==> config.mk <==
export PLATFORM = sky130hd
export DESIGN_NAME = dispLatchBank
export DESIGN_NICKNAME = d
export VERILOG_FILES = /design/src/rtl/dispPkg.sv /design/src/rtl/dispBusCtl.sv /design/src/rtl/dispDatapath.sv /design/src/rtl/dispLatchBank.sv
export SDC_FILE = /design/constraint.sdc
export NUM_CORES = 1
export LEC_CHECK = 0
export ABC_AREA = 1
export CORE_MARGIN = 2
export CORE_UTILIZATION = 56
export DETAILED_ROUTE_END_ITERATION = 7
export GPL_ROUTABILITY_DRIVEN = 0
export MAX_ROUTING_LAYER = met4
export PLACE_DENSITY = 0.89
export SLEW_MARGIN = 20
export SYNTH_ARGS = -nofsm -noshare
export SYNTH_HDL_FRONTEND = slang
export SYNTH_SLANG_ARGS = --single-unit
==> constraint.sdc <==
create_clock -name clk -period 3.2 [get_ports clk]
set_input_delay 0.64 -clock clk [delete_from_list [all_inputs] [get_ports clk]]
set_output_delay 0.64 -clock clk [all_outputs]
set_load 0.01 [all_outputs]
==> src/rtl/dispPkg.sv <==
package dispPkg;

  typedef enum logic [2:0] {
    SEL_SCAN  = 3'd0,
    SEL_LED   = 3'd1,
    SEL_KEY   = 3'd2,
    SEL_SEG   = 3'd3,
    SEL_GROUP = 3'd4,
    SEL_NONE  = 3'd5
  } readSelT;

  typedef struct packed {
    logic    wrScan;
    logic    wrLed;
    logic    wrKey;
    logic    wrSeg;
    logic    wrGroup;
    logic    rdEn;
    readSelT rdSel;
  } busCtlT;

endpackage

==> src/rtl/dispBusCtl.sv <==
module dispBusCtl
  import dispPkg::*;
#(
  parameter int ADDR_W = 3
) (
  input  logic [ADDR_W-1:0] busAddr,
  input  logic              busWr,
  input  logic              busRd,
  output busCtlT            ctl
);

  always_comb begin
    ctl         = '0;
    ctl.rdEn    = busRd;
    ctl.rdSel   = SEL_NONE;
    case (busAddr)
      ADDR_W'(0): begin ctl.wrScan  = busWr; ctl.rdSel = SEL_SCAN;  end
      ADDR_W'(1): begin ctl.wrLed   = busWr; ctl.rdSel = SEL_LED;   end
      ADDR_W'(2): begin ctl.wrKey   = busWr; ctl.rdSel = SEL_KEY;   end
      ADDR_W'(3): begin ctl.wrSeg   = busWr; ctl.rdSel = SEL_SEG;   end
      ADDR_W'(4): begin ctl.wrGroup = busWr; ctl.rdSel = SEL_GROUP; end
      default:    ctl.rdSel = SEL_NONE;
    endcase
  end

endmodule

==> src/rtl/dispDatapath.sv <==
module dispDatapath
  import dispPkg::*;
#(
  parameter int DATA_W     = 8,
  parameter int NUM_GROUPS = 4,
  parameter int SEG_W      = 7
) (
  input  logic                                 clk,
  input  logic                                 rstN,
  input  busCtlT                               ctl,
  input  logic [DATA_W-1:0]                    busWrData,
  output logic [DATA_W-1:0]                    busRdData,
  output logic [NUM_GROUPS*DATA_W*SEG_W-1:0]   digitSegs
);

  localparam int COLS       = DATA_W;
  localparam int NUM_DIGITS = NUM_GROUPS * COLS;
  localparam logic [SEG_W-1:0] SEG_ALL_ON = '1;

  logic [DATA_W-1:0]     scanReg;
  logic [DATA_W-1:0]     ledReg;
  logic [DATA_W-1:0]     keyReg;
  logic [DATA_W-1:0]     segReg;
  logic [NUM_GROUPS-1:0] groupReg;
  logic                  scanHot;

  always_ff @(posedge clk or negedge rstN) begin
    if (!rstN) begin
      scanReg  <= '0;
      ledReg   <= '0;
      keyReg   <= '0;
      segReg   <= '0;
      groupReg <= '0;
    end else begin
      if (ctl.wrScan)  scanReg  <= busWrData;
      if (ctl.wrLed)   ledReg   <= busWrData;
      if (ctl.wrKey)   keyReg   <= busWrData;
      if (ctl.wrSeg)   segReg   <= busWrData;
      if (ctl.wrGroup) groupReg <= busWrData[NUM_GROUPS-1:0];
    end
  end

  // exactly one column bit set
  assign scanHot = (scanReg != '0) && ((scanReg & (scanReg - 1'b1)) == '0);

  for (genvar g = 0; g < NUM_GROUPS; g++) begin : gGroup
    for (genvar k = 0; k < COLS; k++) begin : gCol
      logic [SEG_W-1:0] digitQ;
      logic             loadEn;
      assign loadEn = ctl.wrGroup && busWrData[g] && scanHot && scanReg[k];
      always_ff @(posedge clk or negedge rstN) begin
        if (!rstN)       digitQ <= SEG_ALL_ON;
        else if (loadEn) digitQ <= segReg[SEG_W-1:0];
      end
      assign digitSegs[(g*COLS+k)*SEG_W +: SEG_W] = digitQ;
    end
  end

  always_comb begin
    busRdData = '0;
    if (ctl.rdEn) begin
      case (ctl.rdSel)
        SEL_SCAN:  busRdData = scanReg;
        SEL_LED:   busRdData = ledReg;
        SEL_KEY:   busRdData = keyReg;
        SEL_SEG:   busRdData = segReg;
        SEL_GROUP: busRdData[NUM_GROUPS-1:0] = groupReg;
        default:   busRdData = '0;
      endcase
    end
  end

  if (NUM_DIGITS < 1) begin : gBadSize
    initial $error("dispDatapath needs at least one digit");
  end

endmodule

==> src/rtl/dispLatchBank.sv <==
module dispLatchBank
  import dispPkg::*;
#(
  parameter int DATA_W     = 8,
  parameter int NUM_GROUPS = 4,
  parameter int SEG_W      = 7,
  parameter int ADDR_W     = 3
) (
  input  logic                               clk,
  input  logic                               rstN,
  input  logic [ADDR_W-1:0]                  busAddr,
  input  logic [DATA_W-1:0]                  busWrData,
  input  logic                               busWr,
  input  logic                               busRd,
  output logic [DATA_W-1:0]                  busRdData,
  output logic [NUM_GROUPS*DATA_W*SEG_W-1:0] digitSegs
);

  busCtlT ctl;

  dispBusCtl #(.ADDR_W(ADDR_W)) uCtl (
    .busAddr (busAddr),
    .busWr   (busWr),
    .busRd   (busRd),
    .ctl     (ctl)
  );

  dispDatapath #(
    .DATA_W     (DATA_W),
    .NUM_GROUPS (NUM_GROUPS),
    .SEG_W      (SEG_W)
  ) uDp (
    .clk       (clk),
    .rstN      (rstN),
    .ctl       (ctl),
    .busWrData (busWrData),
    .busRdData (busRdData),
    .digitSegs (digitSegs)
  );

endmodule

==> summary by stage <==
Worst setup path
The biggest fanout along the worst timing path is 5. The most critical setup path has its startpoint at busAddr[1]. The library cell contributing the largest single delay on the critical path is clkdlybuf4s50_1. Counting buffers and inverters, the worst setup path is 8 cells deep. The kind of end point of the critical path is an output port. The critical setup path kind is input port to output port. The cell family contributing the most delay on the critical path is buffers and inverters. The cell that appears most often on the critical path is clkdlybuf4s50_1.

The critical path capture point is busRdData[2]. The worst reg-to-reg path cell count is 10. The endpoint of the worst register-to-register path is uDp.gGroup[3].gCol[7].digitQ[1].

The largest single stage delay on the critical path is 0.57 ns. Walking the worst path, the cells encountered are clkdlybuf4s50_1, inv_1, nor2_1, nand2_1, clkinvlp_4, a21oi_1, a41oi_1, clkdlybuf4s50_1. The critical register-to-register path startpoint is uDp.scanReg[2]. The register-to-register setup slack is 0.76 ns.

The number of buffer and inverter instances along the worst setup path is 4. STA puts the critical path data arrival time at 2.50 ns. The element type at the critical path start is an input port. The data required time of the critical path is 2.56 ns.

Placed design
The cell area after placement is 0.0147 mm². The count of buffers from port buffering is 246. The worst-case setup slack after placement is 0.0774 ns.

The total half-perimeter wirelength after legalization and detailed placement is 22.1 mm.

Floorplanning
The core region is 0.0216 mm². For this configuration, the core starts out at a cell density of 56.5%. 247 I/O pins were placed. The floorplan step set the die width to 152 µm.

The area of the die is 0.0230 mm². Measured along the y axis, the die boundary spans 152 µm. Row generation in the floorplan step produced 54 rows.

Synth
The synthesized design contains 260 register bits. The mapped netlist covers 0.0122 mm². The area fraction of the dominant cell type after synthesis is 48.2%.

The number of instances in the synthesized netlist is 1274. Dividing the synthesized area by the synthesized cell count gives 9.58 µm². Sorting the synthesized cells by area gives the leading types as dfstp_2, nand2_1, nand4_1. The synthesized netlist net count is 1289. The share of the Yosys chip area taken by registers is 55.6%. Summed over all instances, the cell type with the most area after synthesis is dfstp_2. The number of different library cells used by synthesis comes to 31.

The synthesis warning total is 0.

STA
The total count of max-transition violations in the final report came to 0. The final critical-path required period is 3.14 ns. Static timing analysis puts the maximum clock frequency at 318 MHz. The worst path setup slack after routing is 0.0586 ns. On the final layout, the worst hold slack is 0.189 ns. The final-report hold violation count was 0. Setup violations remaining at the end of the flow were counted as 0. In this run the tightest slew margin relative to its limit is 50.4%. Between clock sinks in the finished design, the worst skew comes to 0.00688 ns. The final critical path takes up 98.2% of the cycle.

The slew at the pin closest to its max-slew limit is 0.744 ns.

Outcome
The run finished with clean final reports.

GRT
The first global-routing pass estimated 55.7 mm of wire. The number of antenna violations at the first check in global routing came to 0. Entering global routing, the biggest net connects 94 pins. Summed over all layers, the global routing overflow is 0. The number of global-route vias before repair came to 10300. Global routing used 31.7% of the available tracks.

Power and ir drop
For this design the total switching power over the nets is 3.06 mW. Net switching is 33.1% of the power. In this run the power density over the cells is 594 mW/mm².

The share of total power dissipated in combinational logic is 24.9%. Of the total power, the clock network draws 31.6%. Across the VDD grid, the largest voltage drop is 0.000373 V. Registers are responsible for 43.5% of the overall power. For this design the static power due to leakage is 6.77 nW. The internal power of the cells totals 6.18 mW.

Detailed routing
The post-route DRC violation count is 0. The antenna violation net count after detailed routing is 0. The post-detailed-route via-to-cell ratio is 6.08. The detailed-routing iteration count for the pre-antenna-repair pass is 6. After detailed routing, the total wire length is 35.8 mm. After detailed routing, the average wire length per cell comes to 20.3 µm. The total via count in the routed design is 10800.

The detailed router finished its first iteration with 932 violations.

Finish
The antenna diode instance count is 0. The post-layout net count is 1484. Cells with a size suffix above 1 make up 24.4% of the layout. The finished layout cell area is 0.0156 mm².

The area growth from synthesis to final layout is 27.5%. The utilization of the core after routing is 72.0%.

Clock tree
The maximum number of buffers from clock root to sink is 3. The CTS clock-pin slew for the worst setup and hold paths is 0.06 ns. TritonCTS built the clock tree. For this design, the CTS-stage hold fixing added 0 buffers. The post-CTS repair timing setup buffer count is 0. The H-tree depth is 1. The clock insertion delay at the later pin of the skew report is 0.51 ns. The tree is rooted in a clkbuf_16. The TritonCTS sink count is 260.

Clock tree synthesis inserted a total of 27 buffers.

Job
Across the run, the number of max-cap violations was 0.

Hold path
The classification of the worst-slack hold path is input port to asynchronous set/reset pin.
## final cells by class
cell class / instances / area (µm²)
well taps: 280 / 350
multi-input cells: 867 / 4590
inverters: 27 / 106
repair inverters: 1 / 5.00
repair buffers: 285 / 2900
fillers: 1479 / 6050
clock buffers: 38 / 767
clock inverters: 10 / 56.3
flip-flops and latches: 260 / 6790
## stage by stage
stage | std cells | TNS [ns] | power [mW]
CTS | 1767 | 0 | 9.25
global placement | 1719 | 0 | 6.25
floorplan | 1274 | 0 | 5.47
finish | 1768 | 0 | 9.25
global route | 1768 | -0.00478 | 9.60
detailed placement | 1719 | 0 | 6.31
## timing repair
item                                    CTS  global route
endpoints found under the setup margin    0             6
resized for setup                         0             9
endpoints found under the hold margin     0             0
## cell usage after synthesis, drive strengths merged
| cell type | instances |
|---|---|
| a21oi | 3 |
| a22oi | 4 |
| a31oi | 4 |
| a41oi | 2 |
| buf | 73 |
| clkbuf | 47 |
| clkinv | 3 |
| dfrtp | 36 |
| dfstp | 224 |
| inv | 24 |
| nand2 | 524 |
| nand3 | 5 |
| nand4 | 257 |
| nor2 | 27 |
| nor3 | 1 |
| o21ai | 38 |
| o21bai | 2 |
## how the worst min path moves through the flow
stage,cells after the start,slack [ns],endpoint,startpoint
after floorplan,0,0.34,uDp.groupReg[0],rstN
after global placement,2,0.45,uDp.gGroup[0].gCol[2].digitQ[0],uDp.gGroup[0].gCol[2].digitQ[0]
after detailed placement,2,0.46,uDp.gGroup[0].gCol[2].digitQ[0],uDp.gGroup[0].gCol[2].digitQ[0]
after CTS,1,0.19,uDp.segReg[7],rstN
after global routing,1,0.22,uDp.segReg[7],rstN
final,1,0.19,uDp.scanReg[4],rstN
## metal layers
metal | GRT usage (%) | vias to the layer above | part of all wire [%]
li1 | - | 4741 | -
met1 | 42.2 | 5190 | 39
met2 | 49.0 | 698 | 47
met3 | 5.39 | 123 | 9.5
met4 | 12.3 | 0 | 3.8
met5 | - | - | 0
## sequential cells by signal, summed over array words and instances, names as in the netlist
name                    flops
uDp.gGroup.gCol.digitQ    224
uDp.segReg                  8
uDp.ledReg                  8
uDp.groupReg                4
uDp.keyReg                  8
uDp.scanReg                 8
## cell families after synthesis
logic type / Yosys count / synth area share [%]
flip-flops: 260 / 55.6
AND/OR/NAND/NOR: 814 / 35.1
buffers and inverters: 147 / 6.93
AO/OA/AOI/OAI: 53 / 2.40
## power by group through the flow
| stage | combinational (mW) | clock [mW] | sequential (mW) |
|---|---|---|---|
| after floorplan | 1.43 | 0 | 4.04 |
| after global placement | 2.20 | 0 | 4.05 |
| after detailed placement | 2.26 | 0 | 4.05 |
| after CTS | 2.28 | 2.96 | 4.01 |
| after global routing | 2.45 | 3.11 | 4.05 |
| final | 2.30 | 2.93 | 4.02 |
## layout by cell type (no fill, tap or decap), drive strengths merged, types with 7 or more instances in the layout
cell type | Yosys | final
dlymetal6s2s | 0 | 7
clkbuf | 47 | 38
buf | 73 | 40
clkdlybuf4s50 | 0 | 238
dfrtp | 36 | 36
nand2 | 524 | 524
dfstp | 224 | 224
o21ai | 38 | 38
nand4 | 257 | 257
inv | 24 | 25
nor2 | 27 | 27
clkinv | 3 | 11
Note: power is estimated with default switching activity, not from simulation.
